### config.mk
export PLATFORM = sky130hd
export DESIGN_NAME = zvs_gate_sync
export DESIGN_NICKNAME = d
export VERILOG_FILES = /design/src/rtl/zvs_pkg.sv /design/src/rtl/zvs_edge_sync.sv /design/src/rtl/zvs_period_timer.sv /design/src/rtl/zvs_phase_gate.sv /design/src/rtl/zvs_gate_sync.sv
export SDC_FILE = /design/constraint.sdc
export NUM_CORES = 1
export LEC_CHECK = 0
export BUFFER_PORTS_ARGS = -buffer_cell sky130_fd_sc_hd__buf_2
export CAP_MARGIN = 10
export CORE_ASPECT_RATIO = 0.6
export CORE_MARGIN = 2
export CORE_UTILIZATION = 40
export CTS_BUF_LIST = sky130_fd_sc_hd__clkbuf_16
export CTS_CLUSTER_DIAMETER = 120
export DETAILED_ROUTE_END_ITERATION = 7
export GPL_TIMING_DRIVEN = 1
export SYNTH_ARGS = -nofsm -noshare
export SYNTH_HDL_FRONTEND = slang
export SYNTH_SLANG_ARGS = --single-unit
### constraint.sdc
create_clock -name clk -period 6.3 [get_ports clk]
set_input_delay 1.26 -clock clk [delete_from_list [all_inputs] [get_ports clk]]
set_output_delay 1.26 -clock clk [all_outputs]
set_load 0.01 [all_outputs]
### src/rtl/zvs_pkg.sv
package zvs_pkg;

    // operating mode of the synchronizer
    typedef enum logic {
        MODE_START = 1'b0,   // fixed-frequency antiphase PWM
        MODE_ZVS   = 1'b1    // zero-voltage-synchronized turn-on
    } mode_e;

    localparam int NUM_PH = 2;

endpackage

### src/rtl/zvs_edge_sync.sv
module zvs_edge_sync (
    input  logic clk,
    input  logic rst,
    input  logic async_i,
    output logic rise_o
);
    typedef struct packed {
        logic s1;
        logic s2;
        logic s3;
    } st_t;

    st_t st_d, st_q;

    always_comb begin
        st_d    = st_q;
        st_d.s1 = async_i;
        st_d.s2 = st_q.s1;
        st_d.s3 = st_q.s2;
    end

    always_ff @(posedge clk) begin
        if (rst) st_q <= '0;
        else     st_q <= st_d;
    end

    // one-cycle strobe on a synchronized low-to-high transition
    assign rise_o = st_q.s2 & ~st_q.s3;

endmodule

### src/rtl/zvs_period_timer.sv
module zvs_period_timer
    import zvs_pkg::*;
#(
    parameter int CNT_W     = 12,
    parameter int PER_MIN   = 125,
    parameter int PER_MAX   = 2000,
    parameter int PER_START = 2000
) (
    input  logic             clk,
    input  logic             rst,
    input  logic [CNT_W-1:0] period_i,
    input  logic             startup_i,
    output mode_e            mode_q_o,
    output mode_e            mode_d_o,
    output logic [1:0]       bnd_o,
    output logic [1:0]       pwm_d_o
);
    localparam logic [CNT_W-1:0] MIN_C   = CNT_W'(PER_MIN);
    localparam logic [CNT_W-1:0] MAX_C   = CNT_W'(PER_MAX);
    localparam logic [CNT_W-1:0] START_C = CNT_W'(PER_START);
    localparam logic [CNT_W-1:0] ONE_C   = CNT_W'(1);

    typedef struct packed {
        logic [CNT_W-1:0] cnt;
        logic [CNT_W-1:0] per;
        mode_e            mode;
    } st_t;

    st_t              st_d, st_q;
    logic [CNT_W-1:0] cmd_sat;
    logic [CNT_W-1:0] half_q;
    logic             end_p1;
    logic             end_p2;

    always_comb begin
        // saturate the command into the legal period window
        if (period_i < MIN_C)      cmd_sat = MIN_C;
        else if (period_i > MAX_C) cmd_sat = MAX_C;
        else                       cmd_sat = period_i;

        half_q = st_q.per >> 1;
        end_p1 = (st_q.cnt == st_q.per - ONE_C);
        end_p2 = (st_q.cnt == half_q - ONE_C);

        st_d = st_q;
        if (end_p1) begin
            st_d.cnt  = '0;
            st_d.mode = startup_i ? MODE_START : MODE_ZVS;
            st_d.per  = (st_d.mode == MODE_ZVS) ? cmd_sat : START_C;
        end else begin
            st_d.cnt  = st_q.cnt + ONE_C;
        end

        pwm_d_o[0] = (st_d.cnt < (st_d.per >> 1));
        pwm_d_o[1] = ~pwm_d_o[0];
    end

    always_ff @(posedge clk) begin
        if (rst) begin
            st_q.cnt  <= '0;
            st_q.per  <= START_C;
            st_q.mode <= MODE_START;
        end else begin
            st_q <= st_d;
        end
    end

    assign mode_q_o = st_q.mode;
    assign mode_d_o = st_d.mode;
    assign bnd_o    = {end_p2, end_p1};

endmodule

### src/rtl/zvs_phase_gate.sv
module zvs_phase_gate
    import zvs_pkg::*;
#(
    parameter int BLANK_CYC = 8
) (
    input  logic  clk,
    input  logic  rst,
    input  mode_e mode_q_i,
    input  mode_e mode_d_i,
    input  logic  bnd_i,
    input  logic  pwm_i,
    input  logic  rise_i,
    output logic  gate_o,
    output logic  miss_o
);
    localparam int               BLANK_W = $clog2(BLANK_CYC + 1);
    localparam logic [BLANK_W-1:0] BLANK_C = BLANK_W'(BLANK_CYC);
    localparam logic [BLANK_W-1:0] BONE_C  = BLANK_W'(1);

    typedef struct packed {
        logic               gate;
        logic               fired;
        logic               miss;
        logic [BLANK_W-1:0] blank;
    } st_t;

    st_t st_d, st_q;

    always_comb begin
        st_d      = st_q;
        st_d.miss = 1'b0;
        if (mode_d_i == MODE_START) begin
            st_d.gate  = pwm_i;
            st_d.fired = 1'b0;
            st_d.blank = '0;
        end else if (mode_q_i == MODE_START) begin
            // first edge of zero-voltage operation
            st_d.gate  = 1'b0;
            st_d.fired = 1'b0;
            st_d.blank = BLANK_C;
        end else if (bnd_i) begin
            st_d.gate  = 1'b0;
            st_d.miss  = ~st_q.fired;
            st_d.fired = 1'b0;
            st_d.blank = BLANK_C;
        end else if (st_q.blank != '0) begin
            st_d.blank = st_q.blank - BONE_C;
        end else if (rise_i && !st_q.fired) begin
            st_d.gate  = 1'b1;
            st_d.fired = 1'b1;
        end
    end

    always_ff @(posedge clk) begin
        if (rst) st_q <= '0;
        else     st_q <= st_d;
    end

    assign gate_o = st_q.gate;
    assign miss_o = st_q.miss;

endmodule

### src/rtl/zvs_gate_sync.sv
module zvs_gate_sync
    import zvs_pkg::*;
#(
    parameter int CNT_W     = 12,
    parameter int PER_MIN   = 125,
    parameter int PER_MAX   = 2000,
    parameter int PER_START = 2000,
    parameter int BLANK_CYC = 8
) (
    input  logic             clk,
    input  logic             rst,
    input  logic [CNT_W-1:0] period_i,
    input  logic [1:0]       zv_flag_i,
    input  logic             startup_i,
    output logic [1:0]       gate_o,
    output logic [1:0]       miss_o
);
    mode_e      mode_q;
    mode_e      mode_d;
    logic [1:0] bnd;
    logic [1:0] pwm_d;
    logic [1:0] rise;

    zvs_period_timer #(
        .CNT_W    (CNT_W),
        .PER_MIN  (PER_MIN),
        .PER_MAX  (PER_MAX),
        .PER_START(PER_START)
    ) u_timer (
        .clk      (clk),
        .rst      (rst),
        .period_i (period_i),
        .startup_i(startup_i),
        .mode_q_o (mode_q),
        .mode_d_o (mode_d),
        .bnd_o    (bnd),
        .pwm_d_o  (pwm_d)
    );

    for (genvar ph = 0; ph < NUM_PH; ph++) begin : g_phase
        zvs_edge_sync u_sync (
            .clk    (clk),
            .rst    (rst),
            .async_i(zv_flag_i[ph]),
            .rise_o (rise[ph])
        );

        zvs_phase_gate #(
            .BLANK_CYC(BLANK_CYC)
        ) u_gate (
            .clk     (clk),
            .rst     (rst),
            .mode_q_i(mode_q),
            .mode_d_i(mode_d),
            .bnd_i   (bnd[ph]),
            .pwm_i   (pwm_d[ph]),
            .rise_i  (rise[ph]),
            .gate_o  (gate_o[ph]),
            .miss_o  (miss_o[ph])
        );
    end

endmodule

Word-level counts from Yosys, hierarchy flattened

Index checks and enable logic that the tools add are counted.

Flip-flop bits (word level): 45
Bits of input ports: 17

$add $sub $neg: 5
$lt $le $gt $ge: 3
Equal/unequal tests: 8
Multiplexer cells: 22
Bitwise logic cells: 13
Reductions and logical operators: 15

Operators by type and width:

| cell                                                                     | count |
|---|---|
| 12-bit two-way mux                                                       | 4 |
| 12-bit equality test                                                     | 2 |
| 4-bit two-way mux                                                        | 6 |
| 2-bit two-way mux                                                        | 10 |
| 4-bit OR reduction                                                       | 4 |
| 13-bit two-way mux                                                       | 1 |
| 12-bit by 1-bit adder with 12-bit output (second input constant)         | 1 |
| 12-bit by 11-bit > comparator with 1-bit output (second input constant)  | 1 |
| 12-bit by 11-bit < comparator with 1-bit output                          | 1 |
| 12-bit by 7-bit < comparator with 1-bit output (second input constant)   | 1 |
| 11-bit by 1-bit subtractor with 12-bit output (second input constant)    | 1 |
| 12-bit by 1-bit subtractor with 12-bit output (second input constant)    | 1 |
| 1-bit NOT                                                                | 11 |
| 4-bit inequality test (second input constant)                            | 2 |
| 2-bit AND reduction                                                      | 4 |
| 4-bit nonzero test                                                       | 2 |
| 4-bit by 1-bit subtractor with 4-bit output (second input constant)      | 2 |
| 3-bit by 1-bit inequality test with 1-bit output (second input constant) | 2 |
| 4-bit by 2-bit inequality test with 1-bit output (second input constant) | 1 |
| 4-bit by 3-bit inequality test with 1-bit output (second input constant) | 1 |
| 1-bit AND                                                                | 2 |
| 1-bit logical AND                                                        | 2 |
| 1-bit zero test                                                          | 2 |
| 2-bit OR reduction                                                       | 1 |
| 1-bit two-way mux                                                        | 1 |

Logic depth before layout (Yosys ltp)

Depth after elaboration: 8
Depth in mapped cells: 21
Gate-level depth less buffers: 18

Hierarchy

Synthesis repeated with hierarchy kept, for this count alone.

Cells, all modules: 402
Area total of the unflattened synthesis: 3362.0 um2

By module, submodules not included:

| module           | instances | cells each | area each (um2) | seq. area each (um2) |
|---|---|---|---|---|
| zvs_period_timer | 1         | 314        | 2536.2          | 500.5 |
| zvs_phase_gate   | 2         | 37         | 325.3           | 140.1 |
| zvs_edge_sync    | 2         | 7          | 87.6            | 60.1 |

Worst setup path before layout

No wires, ideal clock.

Kind: register to register
Start: register u_timer.st_q (netlist bit u_timer.half_q[0])
End: register g_phase[0].u_gate.st_q (netlist bit g_phase[0].u_gate.gate_o)
Library setup time: 0.091 ns
Arrival time: 4.392 ns
Required time: 6.209 ns
Setup slack: 1.817 ns
Cell stages (with the launch flop): 22
Buffers on the path: 4
Cell sequence: dfxtp_1 -> clkbuf_1 -> inv_1 -> ha_1 -> clkbuf_1 -> nor2b_1 -> nor4_1 -> a31oi_1 -> or3_1 -> a211oi_2 -> buf_2 -> buf_2 -> nor2_1 -> ha_1 -> and3_1 -> a221o_1 -> a221o_1 -> a21oi_1 -> nand2b_1 -> o21ai_0 -> a22oi_1 -> a311oi_1

RTL lines:

| element                | line                   | source |
|---|---|---|
| start, declared        | zvs_period_timer.sv:29 | `st_t st_d, st_q;` |
| start signal, assigned | zvs_period_timer.sv:64 | `st_q <= st_d;` |
| end signal, assigned   | zvs_phase_gate.sv:56   | `else st_q <= st_d;` |
| end, declared          | zvs_phase_gate.sv:27   | `st_t st_d, st_q;` |

==> impl_metrics.yaml <==
sta:
  layout_worst_path_cycle_share_pct: 77.7
  achievable-frequency_ghz: 0.204
  timing.final.max_slew_violations: 0
  setup_total_negative_slack_ns: 0
  final_hold_viol_count: 0
  timing.final.crit_period_ns: 4.89
  slew_headroom_pct: 47.5
  rsz0062_at_grt: "no"
  finalClockSkew_ns: 0.00817
  worst_pin_slew_ns: 0.780
  worst_hold_slack_across_all_endpoints_ns: 0.435
  final_setup_viols: 0
  setup_slack_ns: 1.41
synth:
  synthesis.nets: 407
  post_synth.cell_area_avg_sq_um: 8.24
  syn_inst: 373
  synth.distinct_cells: 57
  synth.yosys.seq_area_share_pct: 29.3
  area_of_the_mapped_netlist_sq_um: 3070
  postSynth.topFlopCell: "sky130_fd_sc_hd__dfxtp_1"
  synth.ff_latch_count: 45
  synth_enable_flop_cells: 0
  ys_async_rst_share_pct: 0
  yosys_warnings: 0
final_layout:
  layout-drive-gt1-share_pct: 9.87
  n_antenna_cell: 0
  syn2layout_area_growth_pct: 8.71
  mostFrequentLayoutCells: "sky130_fd_sc_hd__dfxtp_1 (45), sky130_fd_sc_hd__nor2_1 (32), sky130_fd_sc_hd__xnor2_1 (24)"
  design.final.nets: 408
  layout.cells.most_common: "sky130_fd_sc_hd__dfxtp_1"
worst_setup_path:
  rr_startpoint: "u_timer.half_q[1]"
  worst-endpoint-required_ns: 6.50
  timing.critical_path.arrival_ns: 5.09
  worst_setup_path_start_kind: "flip-flop"
  setup_slack_of_the_worst_register_to_register_path_ns: 1.41
  timing.critical_path.fanout_max: 25
  worst-r2r-cell-count: 18
  worst-setup-path-type: "flip-flop to flip-flop"
  endpoint_kind: "flip-flop"
  rr_endpoint: "g_phase[0].u_gate.gate_o"
hold_path:
  worstHoldStart: "g_phase[0].u_sync.st_d[1]"
  min_path_cells: 1
  timing.hold.worst.class: "flip-flop to flip-flop"
  min_delay_worst_endpoint: "g_phase[0].u_sync.st_d[0]"
floorplan:
  boundaryPins: 21
  chipWidth_microns: 117
  die-area_sq_um: 8430
  dieHeight_microns: 71.9
  initial_utilization_pct: 41.8
  area_of_the_placeable_core_sq_um: 7360
  site_rows: 24
run:
  max-cap-violations: 0
clock_tree:
  count_of_hold_buffers_inserted_by_post_cts_repair: 0
  clk_path_buf_depth: 2
  post_cts_resized: 0
  h_tree_level_count: 2
  cts_tree: "built"
  clock_sinks: 45
  clk_transition_reported_paths_ns: 0.07
  clock-root-buffer: "sky130_fd_sc_hd__clkbuf_16"
  post-cts-setup-buffer-count: 0
  cts_inserted_buffers: 5
  clk-insertion-delay-late_ns: 0.29
placed_design:
  sum_of_net_half_perimeters_after_detailed_placement_microns: 6060
  dp_slack_ns: 1.44
  placement.io_buffers: 20
  global_placer_s_final_weighted_congestion: 0.905
grt:
  first_pass_grt_wire_length_microns: 12800
  grtUsageTotal_pct: 19.9
  grt_pass1_vias: 2364
  largest_net_degree_at_the_start_of_global_routing: 40
  overflow: 0
  grt_antenna_before_repair: 0
power:
  power.sequential.fraction_pct: 46.4
  max-vdd-ir-drop_mv: 0.104
  static-leakage-power_nw: 1.34
  pwr-share-comb_pct: 6.3
  cell_internal_pwr_mw: 0.490
  p_sw_share_pct: 22.5
  netSwitchingPower_mw: 0.142
  power.clock.fraction_pct: 47.3
  power_density_nw_per_um2: 189
drt:
  detail_route.first_pass.iterations: 4
  route.detailed.wl_per_inst_microns: 16.3
  routed_via_density: 5.52
  first_iter_violations: 200
  routed_wirelength_microns: 7790
  antenna_left: 0
  routed-via-count: 2645
  drcViolationCount: 0
outcome:
  outcome: "completed"
## cells by family (layout without fill, tap and decap cells)
kind of cell	after synthesis	after routing	synth area share (%)
AO/OA/AOI/OAI	63	63	14.2
XOR/XNOR	43	43	12.3
adder cells (fa/ha/maj)	17	17	6.92
buffers and inverters	38	40	6.02
flip-flops	45	45	29.3
multiplexers	6	6	1.99
AND/OR/NAND/NOR	161	161	29.3
## synth_stat cells (all sizes together) (5+ instances only)
library cell,instances,area share [%]
nor3b,5,1.2
nand2,21,2.6
nor2,32,3.9
clkbuf,15,1.8
inv,11,1.3
ha,17,6.9
and2,7,1.4
nand3,11,1.8
nor4,6,1.2
dfxtp,45,29
and3,10,2.0
nand2b,11,2.2
a21oi,22,3.6
buf,12,2.8
nor3,20,3.3
o21ai,7,1.1
xnor2,24,6.8
nor2b,11,2.2
a21o,5,1.2
xor2,19,5.4
nand4,5,1.0
o21a,5,1.2
mux2i,5,1.6
## power groups by stage
stage          Combinational (mW)  Sequential (mW)  Clock, mW
6_report                   0.0396            0.293      0.299
2_1_floorplan              0.0276            0.295          0
3_3_place_gp               0.0390            0.300          0
4_1_cts                    0.0391            0.293      0.306
5_1_grt                    0.0440            0.294      0.320
3_5_place_dp               0.0388            0.300          0
## area by class of cell
| type | instances | area [sq um] |
|---|---|---|
| tap | 104 | 130 |
| timing repair buffer | 21 | 108 |
| inverter | 11 | 41.3 |
| clock inverter | 3 | 41.3 |
| sequential | 45 | 901 |
| clock buffer | 5 | 125 |
| fill | 732 | 4020 |
| multi-input combinational | 290 | 2000 |
## worst max-delay path, stage by stage, from the launching register on
cell,delay (ns)
sky130_fd_sc_hd__dfxtp_1,0.49
sky130_fd_sc_hd__inv_1,0.11
sky130_fd_sc_hd__ha_1,0.34
sky130_fd_sc_hd__nor2b_1,0.24
sky130_fd_sc_hd__nor4_1,0.29
sky130_fd_sc_hd__a31oi_1,0.05
sky130_fd_sc_hd__or3_1,0.41
sky130_fd_sc_hd__a211oi_4,0.44
sky130_fd_sc_hd__buf_4,0.36
sky130_fd_sc_hd__nor2_1,0.09
sky130_fd_sc_hd__ha_1,0.31
sky130_fd_sc_hd__and3_1,0.20
sky130_fd_sc_hd__a221o_1,0.36
sky130_fd_sc_hd__a221o_1,0.34
sky130_fd_sc_hd__a21oi_1,0.18
sky130_fd_sc_hd__nand2b_1,0.07
sky130_fd_sc_hd__o21ai_0,0.14
sky130_fd_sc_hd__a22oi_1,0.09
sky130_fd_sc_hd__a311oi_1,0.25
## registers in the layout, summed over array words and instances, names as in the netlist
name	flops
u_timer.st_q	13
u_timer.half_q	11
g_phase.u_gate.st_q	10
g_phase.u_sync.st_d	4
g_phase.u_gate.gate_o	2
g_phase.u_gate.miss_o	2
g_phase.u_sync.st_q	2
u_timer.mode_q_o	1
## worst max-delay path by stage
| stage | slack, ns | end | start | cells past startpoint |
|---|---|---|---|---|
| after floorplan | 1.82 | g_phase[0].u_gate.gate_o | u_timer.half_q[0] | 21 |
| after global placement | 1.51 | g_phase[0].u_gate.gate_o | period_i[2] | 17 |
| after detailed placement | 1.44 | g_phase[0].u_gate.gate_o | period_i[2] | 17 |
| after CTS | 1.46 | g_phase[0].u_gate.gate_o | u_timer.half_q[1] | 18 |
| after global routing | 1.07 | g_phase[0].u_gate.gate_o | u_timer.half_q[0] | 18 |
| final | 1.41 | g_phase[0].u_gate.gate_o | u_timer.half_q[1] | 18 |
## through the flow
| step | instances | total power, mW | area, sq um | util (%) |
|---|---|---|---|---|
| floorplan | 373 | 0.323 | 3070 | - |
| global placement | 471 | 0.339 | 3180 | 43.2 |
| finish | 479 | 0.632 | 3340 | 45.4 |
| global route | 479 | 0.658 | 3340 | 45.4 |
| CTS | 479 | 0.638 | 3340 | 45.4 |
| detailed placement | 471 | 0.339 | 3180 | 43.2 |
## metal layers
metal | GRT usage (%) | wire, microns
met5 | 0 | 0
met4 | 5.23 | 80
met3 | 4.26 | 677
met2 | 24.5 | 2680
met1 | 33.5 | 4350
(Power assumes the default switching activity.)
